File: config.mk
export PLATFORM = sky130hd
export DESIGN_NAME = mtimer_wdog
export DESIGN_NICKNAME = d
export VERILOG_FILES = /design/src/rtl/mtw_pkg.sv /design/src/rtl/mtw_counter.sv /design/src/rtl/mtw_channel.sv /design/src/rtl/mtw_regfile.sv /design/src/rtl/mtw_wdog.sv /design/src/rtl/mtimer_wdog.sv
export SDC_FILE = /design/constraint.sdc
export NUM_CORES = 1
export LEC_CHECK = 0
export ABC_AREA = 0
export BUFFER_PORTS_ARGS = -buffer_cell sky130_fd_sc_hd__buf_2
export CORE_MARGIN = 8
export CORE_UTILIZATION = 25
export DETAILED_ROUTE_END_ITERATION = 8
export PLACE_DENSITY = 0.46
export SYNTH_ARGS = -nofsm -noshare
export SYNTH_HDL_FRONTEND = slang
export SYNTH_SLANG_ARGS = --single-unit
File: constraint.sdc
create_clock -name clk -period 3.6 [get_ports clk]
set_input_delay 0.72 -clock clk [delete_from_list [all_inputs] [get_ports clk]]
set_output_delay 0.72 -clock clk [all_outputs]
set_load 0.03 [all_outputs]
File: src/rtl/mtw_pkg.sv
package mtw_pkg;
  // Number of compare channels and the one that can guard the system.
  localparam int NCH   = 6;
  localparam int WD_CH = 5;

  // Byte address width of the register bus; registers are word aligned.
  localparam int AW  = 8;
  localparam int WIW = AW - 2;

  typedef logic [WIW-1:0] widx_t;

  // Word indices of the register map.
  localparam widx_t W_CNT    = widx_t'(0);
  localparam widx_t W_MATCH0 = widx_t'(2);
  localparam widx_t W_IEN    = widx_t'(9);
  localparam widx_t W_ARM    = widx_t'(10);
  localparam widx_t W_STAT   = widx_t'(11);
  localparam widx_t W_LCMD   = widx_t'(12);
  localparam widx_t W_SNAP   = widx_t'(13);

  // Ticks from count c up to compare value m, modulo 2**w.
  function automatic logic [31:0] f_gap(input logic [31:0] m,
                                        input logic [31:0] c,
                                        input int unsigned w);
    logic [32:0] msk;
    msk = (33'd1 << w) - 33'd1;
    return (m - c) & msk[31:0];
  endfunction

  // A channel hits when no ticks remain.
  function automatic logic f_hit(input logic [31:0] gap);
    return gap == 32'd0;
  endfunction
endpackage

File: src/rtl/mtw_counter.sv
module mtw_counter #(
  parameter int CNT_W = 32
) (
  input  logic             clk,
  input  logic             rst_n,
  input  logic             latch_req,
  output logic [CNT_W-1:0] cnt_q,
  output logic [CNT_W-1:0] snap_q
);
  localparam logic [CNT_W-1:0] ONE = CNT_W'(1);

  always_ff @(posedge clk or negedge rst_n) begin
    if (!rst_n) begin
      cnt_q  <= '0;
      snap_q <= '0;
    end else begin
      cnt_q <= cnt_q + ONE;
      if (latch_req) snap_q <= cnt_q;
    end
  end
endmodule

File: src/rtl/mtw_channel.sv
module mtw_channel import mtw_pkg::*; #(
  parameter int CNT_W = 32
) (
  input  logic             clk,
  input  logic             rst_n,
  input  logic [CNT_W-1:0] cnt,
  input  logic             wr_en,
  input  logic [CNT_W-1:0] wr_val,
  input  logic             clr,
  output logic [CNT_W-1:0] match_q,
  output logic [31:0]      gap,
  output logic             hit,
  output logic             stat_q
);
  assign gap = f_gap(32'(match_q), 32'(cnt), CNT_W);
  assign hit = f_hit(gap);

  always_ff @(posedge clk or negedge rst_n) begin
    if (!rst_n) begin
      match_q <= '0;
      stat_q  <= 1'b0;
    end else begin
      if (wr_en) match_q <= wr_val;
      // A hit on the same edge as a clear keeps the flag.
      stat_q <= hit | (stat_q & ~clr);
    end
  end
endmodule

File: src/rtl/mtw_regfile.sv
module mtw_regfile import mtw_pkg::*; #(
  parameter int CNT_W = 32
) (
  input  logic                      clk,
  input  logic                      rst_n,
  input  logic [AW-1:0]             addr,
  input  logic                      wen,
  input  logic [31:0]               wdata,
  input  logic [CNT_W-1:0]          cnt,
  input  logic [CNT_W-1:0]          snap,
  input  logic [NCH-1:0][CNT_W-1:0] match_all,
  input  logic [NCH-1:0]            stat,
  output logic [31:0]               rdata,
  output logic [NCH-1:0]            match_wr,
  output logic [CNT_W-1:0]          wr_val,
  output logic [NCH-1:0]            stat_clr,
  output logic                      latch_req,
  output logic [NCH-1:0]            ien_q,
  output logic                      arm_q
);
  logic  aligned;
  logic  wr_ok;
  widx_t widx;

  assign aligned = (addr[1:0] == 2'b00);
  assign widx    = addr[AW-1:2];
  assign wr_ok   = wen & aligned;
  assign wr_val  = wdata[CNT_W-1:0];

  generate
    for (genvar i = 0; i < NCH; i++) begin : g_mwr
      assign match_wr[i] = wr_ok && (widx == widx_t'(W_MATCH0 + i));
    end
  endgenerate

  assign stat_clr  = (wr_ok && widx == W_STAT) ? wdata[NCH-1:0] : '0;
  assign latch_req = wr_ok && (widx == W_LCMD) && wdata[0];

  always_ff @(posedge clk or negedge rst_n) begin
    if (!rst_n) begin
      ien_q <= '0;
      arm_q <= 1'b0;
    end else if (wr_ok) begin
      if (widx == W_IEN) ien_q <= wdata[NCH-1:0];
      if (widx == W_ARM) arm_q <= wdata[0];
    end
  end

  always_comb begin
    rdata = '0;
    if (aligned) begin
      case (widx)
        W_CNT:   rdata = 32'(cnt);
        W_IEN:   rdata = 32'(ien_q);
        W_ARM:   rdata = {31'd0, arm_q};
        W_STAT:  rdata = 32'(stat);
        W_SNAP:  rdata = 32'(snap);
        default: rdata = '0;
      endcase
      for (int i = 0; i < NCH; i++) begin
        if (widx == widx_t'(W_MATCH0 + i)) rdata = 32'(match_all[i]);
      end
    end
  end
endmodule

File: src/rtl/mtw_wdog.sv
module mtw_wdog (
  input  logic clk,
  input  logic rst_n,
  input  logic wd_hit,
  input  logic arm,
  input  logic wd_ien,
  output logic rst_req
);
  // Counter leaves the compare value on the next edge, so this is one cycle.
  always_ff @(posedge clk or negedge rst_n) begin
    if (!rst_n) rst_req <= 1'b0;
    else        rst_req <= wd_hit & arm & wd_ien;
  end
endmodule

File: src/rtl/mtimer_wdog.sv
module mtimer_wdog import mtw_pkg::*; #(
  parameter int CNT_W = 32
) (
  input  logic          clk,
  input  logic          rst_n,
  input  logic [AW-1:0] bus_addr,
  input  logic          bus_wen,
  input  logic [31:0]   bus_wdata,
  output logic [31:0]   bus_rdata,
  output logic          irq,
  output logic          rst_req
);
  logic [CNT_W-1:0]          cnt_q;
  logic [CNT_W-1:0]          snap_q;
  logic                      latch_req;
  logic [NCH-1:0][CNT_W-1:0] match_all;
  logic [NCH-1:0][31:0]      gap_all;
  logic [NCH-1:0]            match_wr;
  logic [CNT_W-1:0]          wr_val;
  logic [NCH-1:0]            stat_clr;
  logic [NCH-1:0]            hit;
  logic [NCH-1:0]            stat;
  logic [NCH-1:0]            ien;
  logic                      arm;
  logic [31:0]               wd_gap;

  mtw_counter #(.CNT_W(CNT_W)) u_cnt (
    .clk       (clk),
    .rst_n     (rst_n),
    .latch_req (latch_req),
    .cnt_q     (cnt_q),
    .snap_q    (snap_q)
  );

  generate
    for (genvar i = 0; i < NCH; i++) begin : g_ch
      mtw_channel #(.CNT_W(CNT_W)) u_ch (
        .clk     (clk),
        .rst_n   (rst_n),
        .cnt     (cnt_q),
        .wr_en   (match_wr[i]),
        .wr_val  (wr_val),
        .clr     (stat_clr[i]),
        .match_q (match_all[i]),
        .gap     (gap_all[i]),
        .hit     (hit[i]),
        .stat_q  (stat[i])
      );
    end
  endgenerate

  mtw_regfile #(.CNT_W(CNT_W)) u_regs (
    .clk       (clk),
    .rst_n     (rst_n),
    .addr      (bus_addr),
    .wen       (bus_wen),
    .wdata     (bus_wdata),
    .cnt       (cnt_q),
    .snap      (snap_q),
    .match_all (match_all),
    .stat      (stat),
    .rdata     (bus_rdata),
    .match_wr  (match_wr),
    .wr_val    (wr_val),
    .stat_clr  (stat_clr),
    .latch_req (latch_req),
    .ien_q     (ien),
    .arm_q     (arm)
  );

  assign wd_gap = gap_all[WD_CH];

  mtw_wdog u_wd (
    .clk     (clk),
    .rst_n   (rst_n),
    .wd_hit  (hit[WD_CH]),
    .arm     (arm),
    .wd_ien  (ien[WD_CH]),
    .rst_req (rst_req)
  );

  assign irq = |(stat & ien);
endmodule

# Yosys cells after proc, flatten, opt, wreduce, memory -nomap -nowiden
# Cells that the tools add are included.
dict set report op_classes {
  addsub 7
  n_eq_ne 11
  n_mux 9
  bitwise_logic 22
  reduce_logical 20
}
# cell n
set ops {}
lappend ops {{$mux W32} 7}
lappend ops {{$logic_not A32 Y1} 6}
lappend ops {{$sub A32 B32 Y32} 6}
lappend ops {{$pmux W32 S5} 1}
lappend ops {{$add A32 B1 Y32 const B} 1}
lappend ops {{$eq A6 B4 Y1 const B} 5}
lappend ops {{$eq A6 B3 Y1 const B} 4}
lappend ops {{$eq A6 B2 Y1 const B} 2}
lappend ops {{$and A1 B1 Y1} 9}
lappend ops {{$logic_and A1 B1 Y1} 9}
lappend ops {{$and A6 B6 Y6} 1}
lappend ops {{$logic_not A6 Y1} 1}
lappend ops {{$mux W6} 1}
lappend ops {{$not A1 Y1} 6}
lappend ops {{$or A1 B1 Y1} 6}
lappend ops {{$reduce_or A6 Y1} 1}
lappend ops {{$reduce_and A2 Y1} 2}
lappend ops {{$logic_not A2 Y1} 1}
dict set report word_totals {
  regBits 270
  inputBits 43
  word_cells 86
}

# Logic depth before layout (Yosys ltp)
dict set report depth {
  ltp_word 9
  mapped_depth 14
  depth_no_buf 12
}

# Hierarchy
# From an unflattened synthesis, not the netlist that was laid out.
dict set report unflattened {
  cells_unflattened 3032
  area_unflattened_um2 26273.9
}
# mod n_inst cells_each area_each_um2 seq_area_each_um2
set modules_own_cells {}
lappend modules_own_cells {{mtw_channel at g_ch[0].u_ch ...} 3 356 3145.5 825.8}
lappend modules_own_cells {{mtw_channel at g_ch[4].u_ch} 1 472 3881.2 825.8}
lappend modules_own_cells {mtw_regfile 1 514 3565.9 175.2}
lappend modules_own_cells {{mtw_channel at g_ch[5].u_ch} 1 386 3373.2 825.8}
lappend modules_own_cells {{mtw_channel at g_ch[3].u_ch} 1 391 3303.2 825.8}
lappend modules_own_cells {mtw_counter 1 195 2655.0 1601.5}
lappend modules_own_cells {mtw_wdog 1 2 31.3 25.0}
lappend modules_own_cells {mtimer_wdog 1 4 27.5 0.0}

# Worst setup path before layout
# Ideal clock, no wire load.
dict set report synth_timing {
  path_type {input to output}
  from {in bus_addr[7]}
  to {out bus_rdata[11]}
  arrival_time_ns 2.744
  required_ns 2.880
  path_slack_ns 0.136
  stages 7
  path_cell_list {nor3_1 -> nand2_1 -> nor3_1 -> clkbuf_1 -> clkbuf_1 -> a22oi_1 -> a41oi_1}
}
dict set report synth_via {
  elab_chain_cells 9
}
# element line_no
set synth_rtl {}
lappend synth_rtl {{from (decl)} mtimer_wdog.sv:6} ;# input logic [AW-1:0] bus_addr,
lappend synth_rtl {{$eq A6 B4 Y1 or $logic_not A6 Y1 (tied branches)} mtw_regfile.sv:52} ;# case (widx)
lappend synth_rtl {{$pmux W32 S5} mtw_regfile.sv:52}
lappend synth_rtl {{$mux W32 (5 in a row)} mtw_regfile.sv:61} ;# if (widx == widx_t'(W_MATCH0 + i)) rdata = 32'(match_all[i]);
lappend synth_rtl {{$mux W32 *} mtw_regfile.sv:61}
lappend synth_rtl {{$mux W32 *} mtw_regfile.sv:51} ;# if (aligned) begin
lappend synth_rtl {{to (decl)} mtimer_wdog.sv:9} ;# output logic [31:0] bus_rdata,
# Mark *: on every way between the ends. The rest lies on a longest branch, timed or not.

# Worst setup path in the final report
dict set report layout_timing {
  from {in bus_addr[7]}
  to {out bus_rdata[5]}
}
# Same word-level chain as after synthesis.

==> flow_summary.toml <==
[synth]
synth_seq_area_share_pct = 31.17
synthFlopType = "dfrtp_1"
yosysTopAreaCellShare_pct = 31.17
netlist_area_um2 = 21680
synth_fp_nets = 2577
syn_area_per_cell_um2 = 9.236
synth-seq-cells = 270
synth_edf_count = 0
async_reset_ff_share_pct = 100.0
yosys-top-cells-area = "dfrtp_1 (31%), mux2_2 (12%), ha_1 (11%), a22oi_1 (4.2%), a21oi_1 (3.9%)"
yosysWarnings = 0
synth_cells = 2347
post_synth_num_cell_types = 98
netlist.top_cell.by_area = "dfrtp_1"

[detailed_routing]
drc = 0
avgViaCountPerCell = 5.452
drt_iter0_markers = 1789
drtPass1Iterations = 5
ant_nets = 0
via_count = 20840
wl_mm = 96.58
wl_per_cell_um = 25.27

[timing]
setup_viol = 0
hold_viol = 0
maxSlewHeadroom_pct = 45.58
worst_slew_pin_slew_ns = 0.8077
layout_setup_ws_ns = 0.07072
fin_crit_ns = 3.529
period_share_pct = 98.04
slew_violations = 0
setup_tns_ns = 0
clock-skew-final_ns = 0.04128
fmax_mhz = 283.3
rsz0062_at_grt = "true"

[global_routing]
grt_first_pass_wirelength_mm = 141.8
overflow = 0
grt_pass1_vias = 20620
grt_max_degree = 70
grt_usage_pct = 19.64
antenna_found_initial = 5

[power]
p_per_area_nw_per_um2 = 364.3
leakage_nw = 12.47
ir_worst_vdd_uv = 327.5

[floorplanning]
die_h_um = 310.5
dieArea_um2 = 96390
num_rows = 108
boundaryPins = 77
fp.coreArea_um2 = 86350
start_util_pct = 25.10
dieWidth_um = 310.5

[critical_path]
crit_fanout = 7
r2r_cells = 13
crit_required_ns = 2.88
worst_r2r_endpoint = "g_ch[1].u_ch.stat_q$_DFF_PN0_"
path_class = "in -> out"
crit_path_start = "bus_addr[7]"
cp-start-kind = "input pin"
r2r_start = "u_cnt.cnt_q[4]$_DFF_PN0_"
ff2ff_setup_slack_ns = 0.11
end_kind = "primary output"
critPathArrivalTime_ns = 2.81

[clock_network]
cts_sinks = 270
cts_root_buf = "clkbuf_16"
cts_max_level = 2
clkLatencyLatePin_ns = 0.56
clk_pin_slew_ns = 0.06
clock_path_buffers = 3
cts-buffers-inserted = 34
holdBufCountCts = 0
cts_tree = "done"

[placed_design]
gp_congestion = 0.9638
placed_cells = 3745
dp_hpwl_mm = 77.50
pre_cts_ws_ns = -0.2600
port_buffers = 76

[final_layout]
layout_commonest_cell = "dfrtp_1"
drive_gt1_share_pct = 29.33
synthToLayoutAreaGrowth_pct = 25.82
most-common-layout-cells = "dfrtp_1 (270), buf_4 (246), mux2_2 (233)"
multi_input_area_um2 = 14870
n_fill_cell = 9040
nNetsFinal = 2874
regArea_um2 = 6756
layout.cells.non_filler = 3822

[run]
maxCapViolCount = 0

[min_path]
hold_class = "in -> async"

[status]
status = "complete, no violations"
## Yosys cell counts, drive strengths merged, types with 11 or more instances
| cell | n |
|---|---|
| nor2b | 24 |
| buf | 31 |
| and2 | 11 |
| o31ai | 12 |
| o21a | 23 |
| nor2 | 132 |
| o211ai | 25 |
| ha | 187 |
| a21oi | 170 |
| and3 | 25 |
| clkbuf | 55 |
| a21o | 33 |
| xnor2 | 79 |
| nand2b | 28 |
| xor2 | 35 |
| dfrtp | 270 |
| o21ai | 117 |
| nor4 | 16 |
| nand2 | 152 |
| a41oi | 27 |
| inv | 90 |
| a31oi | 24 |
| or2 | 13 |
| mux2i | 15 |
| nand3 | 79 |
| o21bai | 13 |
| nand4 | 41 |
| mux2 | 235 |
| a22oi | 120 |
| a211oi | 31 |
| nor3 | 58 |
## sequential cells by signal, indices dropped and copies added, names as in the netlist
| signal | cells |
|---|---|
| u_wd.rst_req | 1 |
| u_regs.ien_q | 6 |
| g_ch.u_ch.match_q | 192 |
| u_regs.arm_q | 1 |
| u_cnt.snap_q | 32 |
| g_ch.u_ch.stat_q | 6 |
| u_cnt.cnt_q | 32 |
## cells by family (layout without fill, tap and decap cells)
logic type | after synthesis | count (layout) | share of synthesized area [%]
flops | 270 | 270 | 31.17
simple gates | 637 | 637 | 14.80
xor+xnor | 114 | 114 | 4.606
buf+inv | 176 | 495 | 3.175
compound gates | 713 | 713 | 22.56
mux | 250 | 250 | 12.90
other cells | 0 | 1 | 0
fa+ha+maj | 187 | 187 | 10.79
## stage by stage
stage                     hold slack [ns]  instance area (um^2)  utilization, %  power, mW
after floorplan                    0.4244                 21680               -      5.138
after CTS                          0.1308                 26640           30.85      9.816
final                              0.1102                 27270           31.59      9.935
after global routing               0.1538                 27270           31.59      10.42
after detailed placement           0.4956                 25410           29.43      6.178
after global placement             0.4869                 25410           29.43      6.169
## layer usage
metal	part of all wire, %	track usage (%)
met1	46	27.72
met5	0.037	0
met3	4.9	2.183
met2	45	31.06
met4	3.7	6.553
## how the worst max path moves through the flow
stage                                               end  slack, ns  depth (start not counted)
after floorplan                           bus_rdata[11]       0.14                          7
after global placement                     bus_rdata[5]      -0.18                         14
after detailed placement                   bus_rdata[5]      -0.26                         14
after CTS                 g_ch[0].u_ch.stat_q$_DFF_PN0_      -0.05                         13
after global routing             u_wd.rst_req$_DFF_PN0_      -0.07                         15
final                                      bus_rdata[5]       0.07                         15
## power by group
group | switching, mW | leakage, nW | internal [mW]
sequential | 0.148 | 3.69 | 3.15
combinational | 1.75 | 8.22 | 1.32
clock | 1.42 | 0.551 | 2.15
total | 3.32 | 12.5 | 6.62
## what timing repair did
item	4_1_cts	5_1_grt
gates resized for setup	17	116
pin swaps	1	26
setup buffers	4	14
setup endpoints to repair	9	11
## critical path, cell delays in order
cell,delay (ns)
buf_2,0.12
nor2_1,0.15
nand3b_1,0.13
buf_4,0.18
nor2_1,0.10
buf_4,0.16
a222oi_1,0.07
nand3_1,0.09
o21ai_1,0.13
buf_4,0.17
nand3_1,0.07
o21ai_0,0.11
a21oi_2,0.27
buf_4,0.15
buf_2,0.18
## layout make-up
type,instances,area share [%]
Clock buffer,48,3.532
Antenna cell,1,0.009175
Inverter,90,1.294
Clock inverter,10,0.6147
Tap cell,1155,5.298
Sequential cell,270,24.77
Multi-Input combinational cell,1901,54.53
Timing Repair Buffer,347,9.950
Power figures use the tool's default switching activity.
